$ cat src/rtl/hpt_pkg.sv
`timescale 1ns/1ps
package hpt_pkg;
    localparam int VPN_W       = 64;
    localparam int DW_W        = 64;
    localparam int HASH_W      = 39;
    localparam int SLOTS       = 8;
    localparam int SLOT_W      = $clog2(SLOTS);
    localparam int SMALL_IDX_W = 16;   // 28-bit segment offset minus 12
    localparam int LARGE_IDX_W = 28;   // 40-bit segment offset minus 12
    localparam int LARGE_FOLD  = 25;
    localparam int PN_DROP     = 11;   // 23 address bits minus 12
    localparam int TAG_LSB     = 7;
    localparam logic [5:0] BASE_SHIFT = 6'd12;
    localparam logic [DW_W-1:0] TAG_CMP_MASK = ~((DW_W'(1) << TAG_LSB) - 1);

    typedef enum logic [1:0] {
        ST_IDLE,
        ST_HASH,
        ST_BASE,
        ST_SCAN
    } scan_state_e;

    typedef struct packed {
        logic [VPN_W-1:0] vpn;
        logic [5:0]       pshift;
        logic             seg_large;
    } lookup_req_t;

    function automatic logic [HASH_W-1:0] page_hash(input lookup_req_t r);
        logic [5:0]       drop;
        logic [VPN_W-1:0] sid;
        logic [VPN_W-1:0] pidx;
        logic [VPN_W-1:0] h;
        drop = r.pshift - BASE_SHIFT;
        if (r.seg_large) begin
            sid  = r.vpn >> LARGE_IDX_W;
            pidx = r.vpn & ((VPN_W'(1) << LARGE_IDX_W) - 1);
            h    = sid ^ (sid << LARGE_FOLD) ^ (pidx >> drop);
        end else begin
            sid  = r.vpn >> SMALL_IDX_W;
            pidx = r.vpn & ((VPN_W'(1) << SMALL_IDX_W) - 1);
            h    = sid ^ (pidx >> drop);
        end
        return HASH_W'(h);
    endfunction

    function automatic logic [DW_W-1:0] expect_tag(input lookup_req_t r);
        logic [DW_W-1:0] t;
        t = '0;
        t[DW_W-1:DW_W-2] = {1'b0, r.seg_large};
        t[DW_W-3:TAG_LSB] = (DW_W-2-TAG_LSB)'(r.vpn >> PN_DROP);
        return t;
    endfunction

    function automatic logic slot_hit(input logic [DW_W-1:0] dw0,
                                      input logic [DW_W-1:0] tag,
                                      input logic            sec_pass);
        return dw0[0] && (dw0[1] == sec_pass) && (((dw0 ^ tag) & TAG_CMP_MASK) == '0);
    endfunction
endpackage

$ cat src/rtl/hpt_hash_stage.sv
`timescale 1ns/1ps
module hpt_hash_stage
    import hpt_pkg::*;
(
    input  logic              clk,
    input  logic              rst,
    input  logic              load,
    input  lookup_req_t       req_in,
    output logic [HASH_W-1:0] hash_q,
    output logic [DW_W-1:0]   tag_q
);
    lookup_req_t req_q;

    always_ff @(posedge clk) begin
        if (rst) begin
            req_q  <= '0;
            hash_q <= '0;
            tag_q  <= '0;
        end else begin
            if (load) req_q <= req_in;
            hash_q <= page_hash(req_q);
            tag_q  <= expect_tag(req_q);
        end
    end
endmodule

$ cat src/rtl/hpt_slot_match.sv
`timescale 1ns/1ps
module hpt_slot_match
    import hpt_pkg::*;
(
    input  logic [DW_W-1:0] dw0,
    input  logic [DW_W-1:0] tag,
    input  logic            sec_pass,
    output logic            match
);
    always_comb match = slot_hit(dw0, tag, sec_pass);
endmodule

$ cat src/rtl/hpt_scan_ctrl.sv
`timescale 1ns/1ps
module hpt_scan_ctrl
    import hpt_pkg::*;
#(
    parameter int GRP_W = 8,
    localparam int ADDR_W = GRP_W + SLOT_W
) (
    input  logic              clk,
    input  logic              rst,
    input  logic              start,
    input  logic              sec_en,
    input  logic [GRP_W-1:0]  table_mask,
    input  logic [HASH_W-1:0] hash_q,
    input  logic              slot_match,
    input  logic [DW_W-1:0]   mem_dw1,
    output logic              load_req,
    output logic              sec_pass,
    output logic              mem_rd_en,
    output logic [ADDR_W-1:0] mem_rd_addr,
    output logic              busy,
    output logic              done,
    output logic              hit,
    output logic              miss,
    output logic [ADDR_W-1:0] hit_index,
    output logic [DW_W-1:0]   hit_dw1
);
    scan_state_e       state;
    logic [GRP_W-1:0]  mask_q;
    logic              sec_en_q;
    logic [GRP_W-1:0]  grp_q;
    logic [SLOT_W:0]   islot;
    logic              chk_v;
    logic [SLOT_W-1:0] chk_slot;
    logic              last_slot;

    always_comb begin
        load_req    = (state == ST_IDLE) && start;
        busy        = (state != ST_IDLE);
        mem_rd_en   = (state == ST_SCAN) && !islot[SLOT_W];
        mem_rd_addr = {grp_q, islot[SLOT_W-1:0]};
        last_slot   = (chk_slot == SLOT_W'(SLOTS - 1));
    end

    always_ff @(posedge clk) begin
        if (rst) begin
            state     <= ST_IDLE;
            mask_q    <= '0;
            sec_en_q  <= 1'b0;
            grp_q     <= '0;
            islot     <= '0;
            chk_v     <= 1'b0;
            chk_slot  <= '0;
            sec_pass  <= 1'b0;
            done      <= 1'b0;
            hit       <= 1'b0;
            miss      <= 1'b0;
            hit_index <= '0;
            hit_dw1   <= '0;
        end else begin
            done <= 1'b0;
            unique case (state)
                ST_IDLE: begin
                    if (start) begin
                        mask_q   <= table_mask;
                        sec_en_q <= sec_en;
                        state    <= ST_HASH;
                    end
                end
                ST_HASH: state <= ST_BASE;
                ST_BASE: begin
                    grp_q    <= GRP_W'(hash_q & HASH_W'(mask_q));
                    sec_pass <= 1'b0;
                    islot    <= '0;
                    chk_v    <= 1'b0;
                    state    <= ST_SCAN;
                end
                ST_SCAN: begin
                    chk_v    <= mem_rd_en;
                    chk_slot <= islot[SLOT_W-1:0];
                    if (mem_rd_en) islot <= islot + 1'b1;
                    if (chk_v && slot_match) begin
                        done      <= 1'b1;
                        hit       <= 1'b1;
                        miss      <= 1'b0;
                        hit_index <= {grp_q, chk_slot};
                        hit_dw1   <= mem_dw1;
                        chk_v     <= 1'b0;
                        state     <= ST_IDLE;
                    end else if (chk_v && last_slot) begin
                        chk_v <= 1'b0;
                        if (!sec_pass && sec_en_q) begin
                            sec_pass <= 1'b1;
                            grp_q    <= GRP_W'(~hash_q & HASH_W'(mask_q));
                            islot    <= '0;
                        end else begin
                            done  <= 1'b1;
                            hit   <= 1'b0;
                            miss  <= 1'b1;
                            state <= ST_IDLE;
                        end
                    end
                end
                default: state <= ST_IDLE;
            endcase
        end
    end
endmodule

$ cat src/rtl/hpt_group_search.sv
`timescale 1ns/1ps
module hpt_group_search
    import hpt_pkg::*;
#(
    parameter int GRP_W = 8,
    localparam int ADDR_W = GRP_W + SLOT_W
) (
    input  logic              clk,
    input  logic              rst,
    input  logic              start,
    input  logic [VPN_W-1:0]  vpn,
    input  logic [5:0]        page_shift,
    input  logic              seg_large,
    input  logic              sec_en,
    input  logic [GRP_W-1:0]  table_mask,
    output logic              mem_rd_en,
    output logic [ADDR_W-1:0] mem_rd_addr,
    input  logic [DW_W-1:0]   mem_dw0,
    input  logic [DW_W-1:0]   mem_dw1,
    output logic              busy,
    output logic              done,
    output logic              hit,
    output logic              miss,
    output logic [ADDR_W-1:0] hit_index,
    output logic [DW_W-1:0]   hit_dw1
);
    lookup_req_t       req_in;
    logic [HASH_W-1:0] hash_q;
    logic [DW_W-1:0]   tag_q;
    logic              load_req;
    logic              sec_pass;
    logic              slot_match;

    always_comb begin
        req_in.vpn       = vpn;
        req_in.pshift    = page_shift;
        req_in.seg_large = seg_large;
    end

    hpt_hash_stage u_hash (
        .clk    (clk),
        .rst    (rst),
        .load   (load_req),
        .req_in (req_in),
        .hash_q (hash_q),
        .tag_q  (tag_q)
    );

    hpt_slot_match u_match (
        .dw0      (mem_dw0),
        .tag      (tag_q),
        .sec_pass (sec_pass),
        .match    (slot_match)
    );

    hpt_scan_ctrl #(.GRP_W(GRP_W)) u_ctrl (
        .clk         (clk),
        .rst         (rst),
        .start       (start),
        .sec_en      (sec_en),
        .table_mask  (table_mask),
        .hash_q      (hash_q),
        .slot_match  (slot_match),
        .mem_dw1     (mem_dw1),
        .load_req    (load_req),
        .sec_pass    (sec_pass),
        .mem_rd_en   (mem_rd_en),
        .mem_rd_addr (mem_rd_addr),
        .busy        (busy),
        .done        (done),
        .hit         (hit),
        .miss        (miss),
        .hit_index   (hit_index),
        .hit_dw1     (hit_dw1)
    );
endmodule

$ cat config.mk
export PLATFORM = sky130hd
export DESIGN_NAME = hpt_group_search
export DESIGN_NICKNAME = d
export VERILOG_FILES = /design/src/rtl/hpt_pkg.sv /design/src/rtl/hpt_hash_stage.sv /design/src/rtl/hpt_slot_match.sv /design/src/rtl/hpt_scan_ctrl.sv /design/src/rtl/hpt_group_search.sv
export SDC_FILE = /design/constraint.sdc
export NUM_CORES = 1
export LEC_CHECK = 0
export BUFFER_PORTS_ARGS = -buffer_cell sky130_fd_sc_hd__buf_2
export CAP_MARGIN = 15
export CORE_UTILIZATION = 29
export CTS_CLUSTER_SIZE = 16
export DETAILED_ROUTE_END_ITERATION = 10
export GPL_TIMING_DRIVEN = 0
export PLACE_DENSITY = 0.59
export SYNTH_ARGS = -nofsm -noshare
export SYNTH_HDL_FRONTEND = slang
export SYNTH_HIERARCHICAL = 1
export SYNTH_SLANG_ARGS = --single-unit
$ cat constraint.sdc
create_clock -name clk -period 6 [get_ports clk]
set_input_delay 0.9 -clock clk [delete_from_list [all_inputs] [get_ports clk]]
set_output_delay 0.9 -clock clk [all_outputs]
set_load 0.005 [all_outputs]
## Yosys cells after proc, flatten, opt, wreduce, memory -nomap -nowiden

Cells that the tools add are included.

- Bitwise logic cells: 8
- Mux-type cells: 31
- Equality and inequality tests: 12
- Shifts and indexed selects: 2
- Add/sub/neg operators: 2
- Reduce and logical (&&, ||, !) cells: 20

Operators with widths:

| operator | count |
|---|---|
| zero test 64 bit | 1 |
| XOR 64 bit | 1 |
| two-way mux 8 bit | 4 |
| right shift 28 x 6 -> 8 bit | 1 |
| AND 8 bit | 2 |
| two-way mux 4 bit | 4 |
| one-hot mux 8 bit (2 select lines) | 1 |
| right shift 16 x 6 -> 8 bit | 1 |
| XOR 8 bit | 2 |
| two-way mux 1 bit | 14 |
| two-way mux 2 bit | 4 |
| != test 2 bit (second input constant) | 4 |
| inverter 8 bit | 1 |
| one-hot mux 2 bit (4 select lines) | 1 |
| one-hot mux 4 bit (2 select lines) | 1 |
| XOR 8 x 1 -> 8 bit (second input constant) | 1 |
| logical AND 1 bit | 7 |
| != test 3 bit (second input constant) | 2 |
| AND reduction 3 bit | 2 |
| nonzero test 2 bit | 3 |
| subtractor 6 x 4 -> 6 bit (second input constant) | 1 |
| adder 4 x 1 -> 4 bit (second input constant) | 1 |
| equality test 2 bit (second input constant) | 2 |
| one-hot mux 1 bit (2 select lines) | 2 |
| 10 further kinds | 12 |

- Output and inout bits: 91
- Bits of input ports: 211
- Register bits after elaboration: 249

## Longest topological paths before layout

Gate-level depths: netlist (run 1).

- Depth in word-level cells: 7
- Gate-level depth with buffers: 12
- Mapped depth without buffers: 9

## Cells and area by module

The synthesis (run 1) kept the hierarchy.

By module, submodules not included:

| module | instances | cells each | area an instance (um^2) | sequential area each (um^2) |
|---|---|---|---|---|
| hpt_hash_stage | 1 | 770 | 7893.8 | 3283.1 |
| hpt_scan_ctrl | 1 | 491 | 3977.6 | 2122.0 |
| hpt_slot_match | 1 | 79 | 648.1 | 0.0 |

## Least setup slack after synthesis (run 1)

No wires, ideal clock.

- Path type: input -> register
- Start point: input mem_dw0[21]
- End point: register u_ctrl.grp_q[1]
- Cell stages on the path: 10
- Data arrival time: 3.128 ns
- Buffers on the path: 1
- Slack: 2.739 ns
- Cell sequence: xor2_1 -> a2111oi_2 -> o2111ai_1 -> or4_1 -> nor4_2 -> and4bb_4 -> a31o_2 -> buf_4 -> nand3_1 -> a21oi_1

- Cells in the longest elaborated chain, start to end: 6

Ends and longest elaborated chain:

| what | RTL line | source |
|---|---|---|
| start: declaration | hpt_group_search.sv:18 | `input logic [DW_W-1:0] mem_dw0,` |
| XOR 64 bit | hpt_pkg.sv:58 | `return dw0[0] && (dw0[1] == sec_pass) && (((dw0 ^ tag) & TAG_CMP_MASK) == '0);` |
| zero test 64 bit | hpt_pkg.sv:58 |  |
| logical AND 1 bit | hpt_pkg.sv:58 |  |
| via slot_match | hpt_group_search.sv:32 | `logic slot_match;` |
| logical AND 1 bit | hpt_scan_ctrl.sv:81 | `if (chk_v && slot_match) begin` |
| != test 2 bit (no line) | n/a |  |
| AND reduction 4 bit (no line) | n/a |  |
| end signal: assignment | hpt_scan_ctrl.sv:71 | `grp_q <= GRP_W'(hash_q & HASH_W'(mask_q));` |
| end signal: assignment | hpt_scan_ctrl.sv:93 | `grp_q <= GRP_W'(~hash_q & HASH_W'(mask_q));` |
| end: declaration | hpt_scan_ctrl.sv:30 | `logic [GRP_W-1:0] grp_q;` |

The timed path passes the listed nets, and every way through them passes these cells.
A chain may end at the register's enable or synchronous reset.

## Worst setup path after layout (run 1)

- Start point: input mem_dw0[57]
- End point: register u_ctrl.hit_dw1[44]

- Cells in the longest elaborated chain, start to end: 5

Ends and longest elaborated chain:

| what | RTL line | source |
|---|---|---|
| XOR 64 bit | hpt_pkg.sv:58 |  |
| zero test 64 bit | hpt_pkg.sv:58 |  |
| logical AND 1 bit | hpt_pkg.sv:58 |  |
| via slot_match | hpt_group_search.sv:32 |  |
| logical AND 1 bit | hpt_scan_ctrl.sv:81 |  |
| AND reduction 2 bit (no line) | n/a |  |
| end signal: assignment | hpt_scan_ctrl.sv:86 | `hit_dw1 <= mem_dw1;` |
| end: declaration | hpt_scan_ctrl.sv:25 | `output logic [DW_W-1:0] hit_dw1` |

The timed path passes the listed nets, and every way through them passes these cells.

==> impl_results.md, run 1 <==
* Run status: finished clean
* RSZ-0062 raised after global routing: no
* Largest net degree at the start of global routing at 14
* Hpwl dp at 26,200 µm
* Power Density at 332 nW/µm²
* Synth Instances at 1,157
* # placed instances at 1,922
* WL/cell at 17.0 µm
* Synth warnings at 6
* Hold-fix buffers at CTS at 0
* Fillers at 3,761
* Placer's final routability congestion estimate at 0.861
* Total GRT Usage at 0.172
* Multi-input gate area at 5510 µm²
* Initial antenna violation count at 4
* Die W at 196 µm
* Slew headroom at 0.407
* First-pass GRT wire length at 51,000 µm
* Min-delay worst type: flip-flop to flip-flop
* Clock Path Buffers at 3
* Port bufs at 295
* Worst-path fanout max at 10
* DRC at 0
* Core ar. at 36,800 µm²
* Post-route clock skew at 0.00660 ns
* Worst hold start: u_ctrl/hit_dw1[25]
* Die H at 196 µm
* Worst Path Required at 6.46 ns
* Area delta synth->final at 27.7%
* # rows at 70
* Reg2reg end: u_ctrl/hit_dw1[44]
* Cells on worst reg2reg path at 11
* Min Tclk post-route at 3.63 ns
* Layout cells sized above 1 at 0.298
* R2R setup slack at 2.52 ns
* Post-route setup TNS at 0 ns
* Final Non-Filler Cells at 1,973
* Total setup buffers inserted after CTS at 0
* IO Count at 302
* Final Routed Wirelength at 33,500 µm
* H-tree lvl count at 1
* Fmax at 275 MHz
* Tcrit/Tclk final at 0.605
* Clock Latency Late Sink at 0.54 ns
* Routed Antenna Nets at 0
* Final setup fails at 0
* Hold Fails Final Rpt at 0
* Register area at 4780 µm²
* Nets at 1,700
* 1st-pass router iterations at 5
* Vias/cell at 4.66
* CTS tree: built
* Worst path arrival time at 4.09 ns
* Synthesized area per cell at 9.40 µm²
* Post_cts resized at 0
* Via count at 9,189
* Vias in the first global route at 9,130
* Clock Tree Root: clkbuf_16
* Clk sink count at 239
* Max-slew violation count at 0
* Mapped Area at 10,900 µm²
* Clock Pin Slew Worst Setup and Hold Paths at 0.05 ns
* Peak supply drop at 0.261 mV
* Final core occ at 0.377
* Worst slew pin tran at 0.889 ns
* Total grt overflow at 0
* WHS Path Cells at 2
* DRT iter0 DRCs at 394
* Setup Crit Path Kind: primary input to flip-flop
* Critical Path End Type: flip-flop
* Startpoint Class: primary input
* Leak at 5.90 nW
* Max-cap violations at 0
* Cts bufs inserted at 27
* Hold worst-path end: u_ctrl/hit_dw1[25]
* Die Footprint at 38,300 µm²
* Initial Utilization at 0.296
* Critical R2R Launch: u_hash/tag_q[57]
per-stage QoR:
| stage | cell area (µm²) | hold WS [ns] | power [W] | worst slack, ns |
|---|---|---|---|---|
| 2_1_floorplan | 10900 | 0.437 | 0.00259 | 2.74 |
| 3_3_place_gp | 12900 | 0.438 | 0.00290 | 1.64 |
| 3_5_place_dp | 12900 | 0.445 | 0.00292 | 1.62 |
| 4_1_cts | 13900 | 0.453 | 0.00468 | 2.19 |
| 5_1_grt | 13900 | 0.463 | 0.00485 | 2.04 |
| 6_report | 13900 | 0.452 | 0.00461 | 2.37 |
where the power goes:
| part | total [W] | switching [W] | internal (W) |
|---|---|---|---|
| Clock | 0.00173 | 0.000657 | 0.00108 |
| Combinational | 0.00103 | 0.000555 | 0.000478 |
| Sequential | 0.00185 | 0.000118 | 0.00173 |
| Total | 0.00461 | 0.00133 | 0.00328 |
worst max path at each step:
| stage | startpoint | end | slack, ns | cells past startpoint |
|---|---|---|---|---|
| after floorplan | mem_dw0[21] | u_ctrl/grp_q[1] | 2.74 | 10 |
| after global placement | mem_dw0[57] | u_ctrl/hit_dw1[45] | 1.64 | 12 |
| after detailed placement | mem_dw0[57] | u_ctrl/hit_dw1[44] | 1.62 | 12 |
| after CTS | mem_dw0[57] | u_ctrl/hit_dw1[44] | 2.19 | 12 |
| after global routing | mem_dw0[57] | u_ctrl/hit_dw1[44] | 2.04 | 12 |
| final | mem_dw0[57] | u_ctrl/hit_dw1[44] | 2.37 | 12 |
flip-flops by register name (all words and copies together), names as in the netlist:
| signal | flops |
|---|---|
| u_ctrl/chk_slot | 3 |
| u_ctrl/chk_v | 1 |
| u_ctrl/done | 1 |
| u_ctrl/grp_q | 8 |
| u_ctrl/hit | 1 |
| u_ctrl/hit_dw1 | 64 |
| u_ctrl/hit_index | 11 |
| u_ctrl/islot | 4 |
| u_ctrl/mask_q | 8 |
| u_ctrl/miss | 1 |
| u_ctrl/sec_en_q | 1 |
| u_ctrl/sec_pass | 1 |
| u_ctrl/state | 2 |
| u_hash/hash_q | 8 |
| u_hash/req_q | 71 |
| u_hash/tag_q | 54 |
cells in the final DEF (no fill, tap or decap), types with 13 or more instances in the layout:
cell,n
a21oi_1,98
buf_2,313
buf_4,19
clkbuf_1,53
clkbuf_16,27
dfxtp_1,239
inv_1,13
mux2_2,16
mux2i_1,94
mux4_2,29
nand2_1,195
nand3_1,22
nor2_1,88
nor2b_1,56
nor4_1,14
xor2_1,71
area by class of cell:
type,instances,share of cell area
multi-input combinational,803,0.397
sequential,239,0.345
timing repair buffer,295,0.106
clock buffer,36,0.0533
tap,468,0.0422
buffer,101,0.0374
clock inverter,12,0.0141
inverter,16,0.00487
antenna,3,0.000541
worst max-delay path: stages:
cell and delay [ns]:
buf_2 0.11, xor2_1 0.13, nor4_1 0.63, nand4_1 0.17
or4_1 0.47, nor4_2 0.49, inv_1 0.15, nor2_2 0.23
buf_2 0.29, buf_4 0.23, nand2_1 0.12, a21oi_1 0.15
routing by layer:
metal | global-route usage | vias up | part of all wire
li1 | - | 4579 | -
met1 | 0.211 | 4231 | 0.43
met2 | 0.305 | 329 | 0.48
met3 | 0.0344 | 48 | 0.065
met4 | 0.0470 | 2 | 0.024
met5 | 0 | - | 0.00039
Power figures use the tool's default switching activity.
==> run 2: changes to the inputs <==
- clock period: 6 -> 3.6 ns (I/O delays scaled with it)
==> run 2 against run 1 <==
Effect of this change: final area up 0.11%; cell count stayed put; critical path depth fell by 1; non-clock buffer count did not move; routed wire length grew 0.24%; core utilization is essentially flat; first-iteration DRC count is 2.8% higher; combinational power up 67%; critical path type is now flip-flop to flip-flop.
==> impl_results.md, run 2 (same netlist as run 1, synthesis figures left out) <==
* Run status: finished clean
* Final core occ at 0.378 (+0.000408)
* Max-slew violation count at 0 (unchanged)
* Hpwl dp at 26,200 µm (unchanged)
* Hold worst-path end: u_hash/req_q[70]
* Area delta synth->final at 27.8%
* Setup Crit Path Kind: flip-flop to flip-flop
* Reg2reg end: u_ctrl/hit_dw1[44]
* Total grt overflow at 0 (unchanged)
* Routed Antenna Nets at 0 (unchanged)
* # rows at 70 (unchanged)
* Max reg flops at 71 (unchanged)
* Flop pwr share at 0.400 (about the same)
* Design area at 13,900 µm² (+0.11%)
* Initial antenna violation count at 4 (unchanged)
* 1st-pass router iterations at 7 (+2)
* Final setup fails at 0 (unchanged)
* Critical R2R Launch: u_hash/tag_q[21]
* RSZ-0062 raised after global routing: no
* Most common cell after layout, fill and taps aside: buf_2
* Max-cap violations at 0 (unchanged)
* CTS tree: built
* Worst path arrival time at 3.59 ns (-0.50 ns)
* Worst-path fanout max at 10 (unchanged)
* Post-route clock skew at 0.00756 ns (+0.000961 ns)
* Cts bufs inserted at 27 (unchanged)
* Cells on worst reg2reg path at 11 (unchanged)
* IO Count at 302 (unchanged)
* Most frequent cells in the layout: buf_2 (313), dfxtp_1 (239), nand2_1 (195)
* Initial Utilization at 0.296 (unchanged)
* Clock Latency Late Sink at 0.54 ns (about the same)
* Hold-fix buffers at CTS at 0 (unchanged)
* Int Power at 0.00547 W (+67%)
* Power share of the clock group at 0.376 (about the same)
* Tcrit/Tclk final at 0.871
* WL/cell at 17.0 µm (+0.24%)
* Min-delay worst type: primary input to flip-flop
* Final Routed Wirelength at 33,600 µm (+0.24%)
* Port bufs at 295 (unchanged)
* Net Sw Frac at 0.289 (+0.000365)
* Die H at 196 µm (unchanged)
* Crit path max-delay cell type: or4_1
* Worst hold start: vpn[63]
* Min Tclk post-route at 3.14 ns
* Peak supply drop at 0.435 mV (+67%)
* Clk sink count at 239 (unchanged)
* DRT iter0 DRCs at 405 (+2.8%)
* DRC at 0 (unchanged)
* CP cell instances: xor2_1 > a2111oi_2 > o2111ai_1 > or4_1 > nor4_4 > inv_1 > nor2_2 > buf_2 > buf_4 > nand2_1 > a21oi_1
* Combinational Power Share at 0.224 (about the same)
* Fmax at 319 MHz
* Clock Path Buffers at 3 (unchanged)
* Placer's final routability congestion estimate at 0.861 (unchanged)
* WHS Path Cells at 3 (+1)
* Worst Path Required at 4.06 ns (-2.40 ns)
* Layout cells sized above 1 at 0.298 (+0.000666)
* Total power at 0.00769 W (+67%)
* R2R setup slack at 0.46 ns (-2.06 ns)
* H-tree lvl count at 1 (unchanged)
* Via count at 9,178 (-0.12%)
* Hold Fails Final Rpt at 0 (unchanged)
* Leak at 5.92 nW (+0.29%)
* Largest net degree at the start of global routing at 14 (unchanged)
* Critical Path End Type: flip-flop
* Nets at 1,700 (unchanged)
* Vias in the first global route at 9,136 (+0.066%)
* Slew headroom at 0.406 (-0.000819)
* Clock Pin Slew Worst Setup and Hold Paths at 0.06 ns (about the same)
* Largest Register: u_hash/req_q
* Fillers at 3,764 (+0.080%)
* Die Footprint at 38,300 µm² (unchanged)
* Power Density at 553 nW/µm² (+67%)
* Worst path bufs/invs at 3 (-1)
* Startpoint Class: flip-flop
* Sw Pwr at 0.00222 W (+67%)
* Vias/cell at 4.65 (-0.12%)
* Die W at 196 µm (unchanged)
* Worst path top cell family by delay: simple AND/OR/NAND/NOR gates
* First-pass GRT wire length at 51,000 µm (about the same)
* Clock Tree Root: clkbuf_16
* Critical Path Max Stage Delay at 0.62 ns (about the same)
* Total GRT Usage at 0.172 (about the same)
* Core ar. at 36,800 µm² (unchanged)
* Top Registers: u_hash/req_q x71, u_ctrl/hit_dw1 x64, u_hash/tag_q x54
* Worst slew pin tran at 0.891 ns (+0.00123 ns)
* Area after DPL at 12,900 µm² (unchanged)
run 2: cell counts in the layout (fill, tap and decap cells not counted):
No cell type changed its count.
run 2: area by class of cell:
type / instances / area (µm²) / share of cell area
Antenna cell: 3 / 7.51 / 0.000540
Buffer: 101 / 519 / 0.0374
Clock buffer: 36 / 739 / 0.0532
Clock inverter: 12 / 195 / 0.0140
Inverter: 16 / 67.6 / 0.00486
Multi-Input combinational cell: 803 / 5530 / 0.397
Sequential cell: 239 / 4780 / 0.344
Tap cell: 468 / 586 / 0.0421
Timing Repair Buffer: 295 / 1480 / 0.106
run 2: worst max path at each step:
| stage | startpoint | cells past startpoint | to |
|---|---|---|---|
| floorplan | mem_dw0[21] | 10 | u_ctrl/grp_q[1] |
| global placement | mem_dw0[57] | 12 | u_ctrl/hit_dw1[45] |
| detailed placement | mem_dw0[57] | 12 | u_ctrl/hit_dw1[44] |
| CTS | u_hash/tag_q[57] | 11 | u_ctrl/hit_dw1[44] |
| global route | u_hash/tag_q[57] | 11 | u_ctrl/hit_dw1[44] |
| finish | u_hash/tag_q[21] | 11 | u_ctrl/hit_dw1[44] |
run 2: worst reg2reg max path, cell delays in order (launching register included):
cell and delay (ns):
dfxtp_1 0.32, xor2_1 0.17, a2111oi_2 0.32, o2111ai_1 0.14
or4_1 0.62, nor4_4 0.33, inv_1 0.12, nor2_2 0.22
buf_2 0.29, buf_4 0.23, nand2_1 0.13, a21oi_1 0.15
run 2: per-stage QoR:
stage / std cells / TNS (ns) / worst slack (ns) / hold slack, ns
5_1_grt: 1972 / 0 / 0.170 / 0.225
4_1_cts: 1970 / 0 / 0.103 / 0.195
3_3_place_gp: 1922 / -18.19 / -0.401 / 0.438
2_1_floorplan: 1159 / 0 / 0.699 / 0.437
3_5_place_dp: 1922 / -18.35 / -0.418 / 0.445
6_report: 1973 / 0 / 0.464 / 0.236
run 2: timing repair:
| action | CTS | global route |
|---|---|---|
| gates resized for setup | 1 | 1 |
| setup buffers | 0 | 0 |
| pin swaps | 0 | 0 |
| endpoints found under the setup margin | 18 | 6 |
| endpoints found under the hold margin | 0 | 0 |
run 2: metal layers:
layer  GRT usage  wire [µm]  vias up
met2       0.305      16300      315
met3      0.0344       2080       48
met1       0.211      14400     4236
met5           0         13        -
met4      0.0470        796        2
li1            -          -     4577
run 2: power by group through the flow:
stage          registers [W]  logic, W  clock network, W
2_1_floorplan        0.00306   0.00126                 0
3_3_place_gp         0.00313   0.00170                 0
3_5_place_dp         0.00314   0.00172                 0
4_1_cts              0.00308   0.00173           0.00299
5_1_grt              0.00311   0.00189           0.00309
6_report             0.00308   0.00172           0.00289
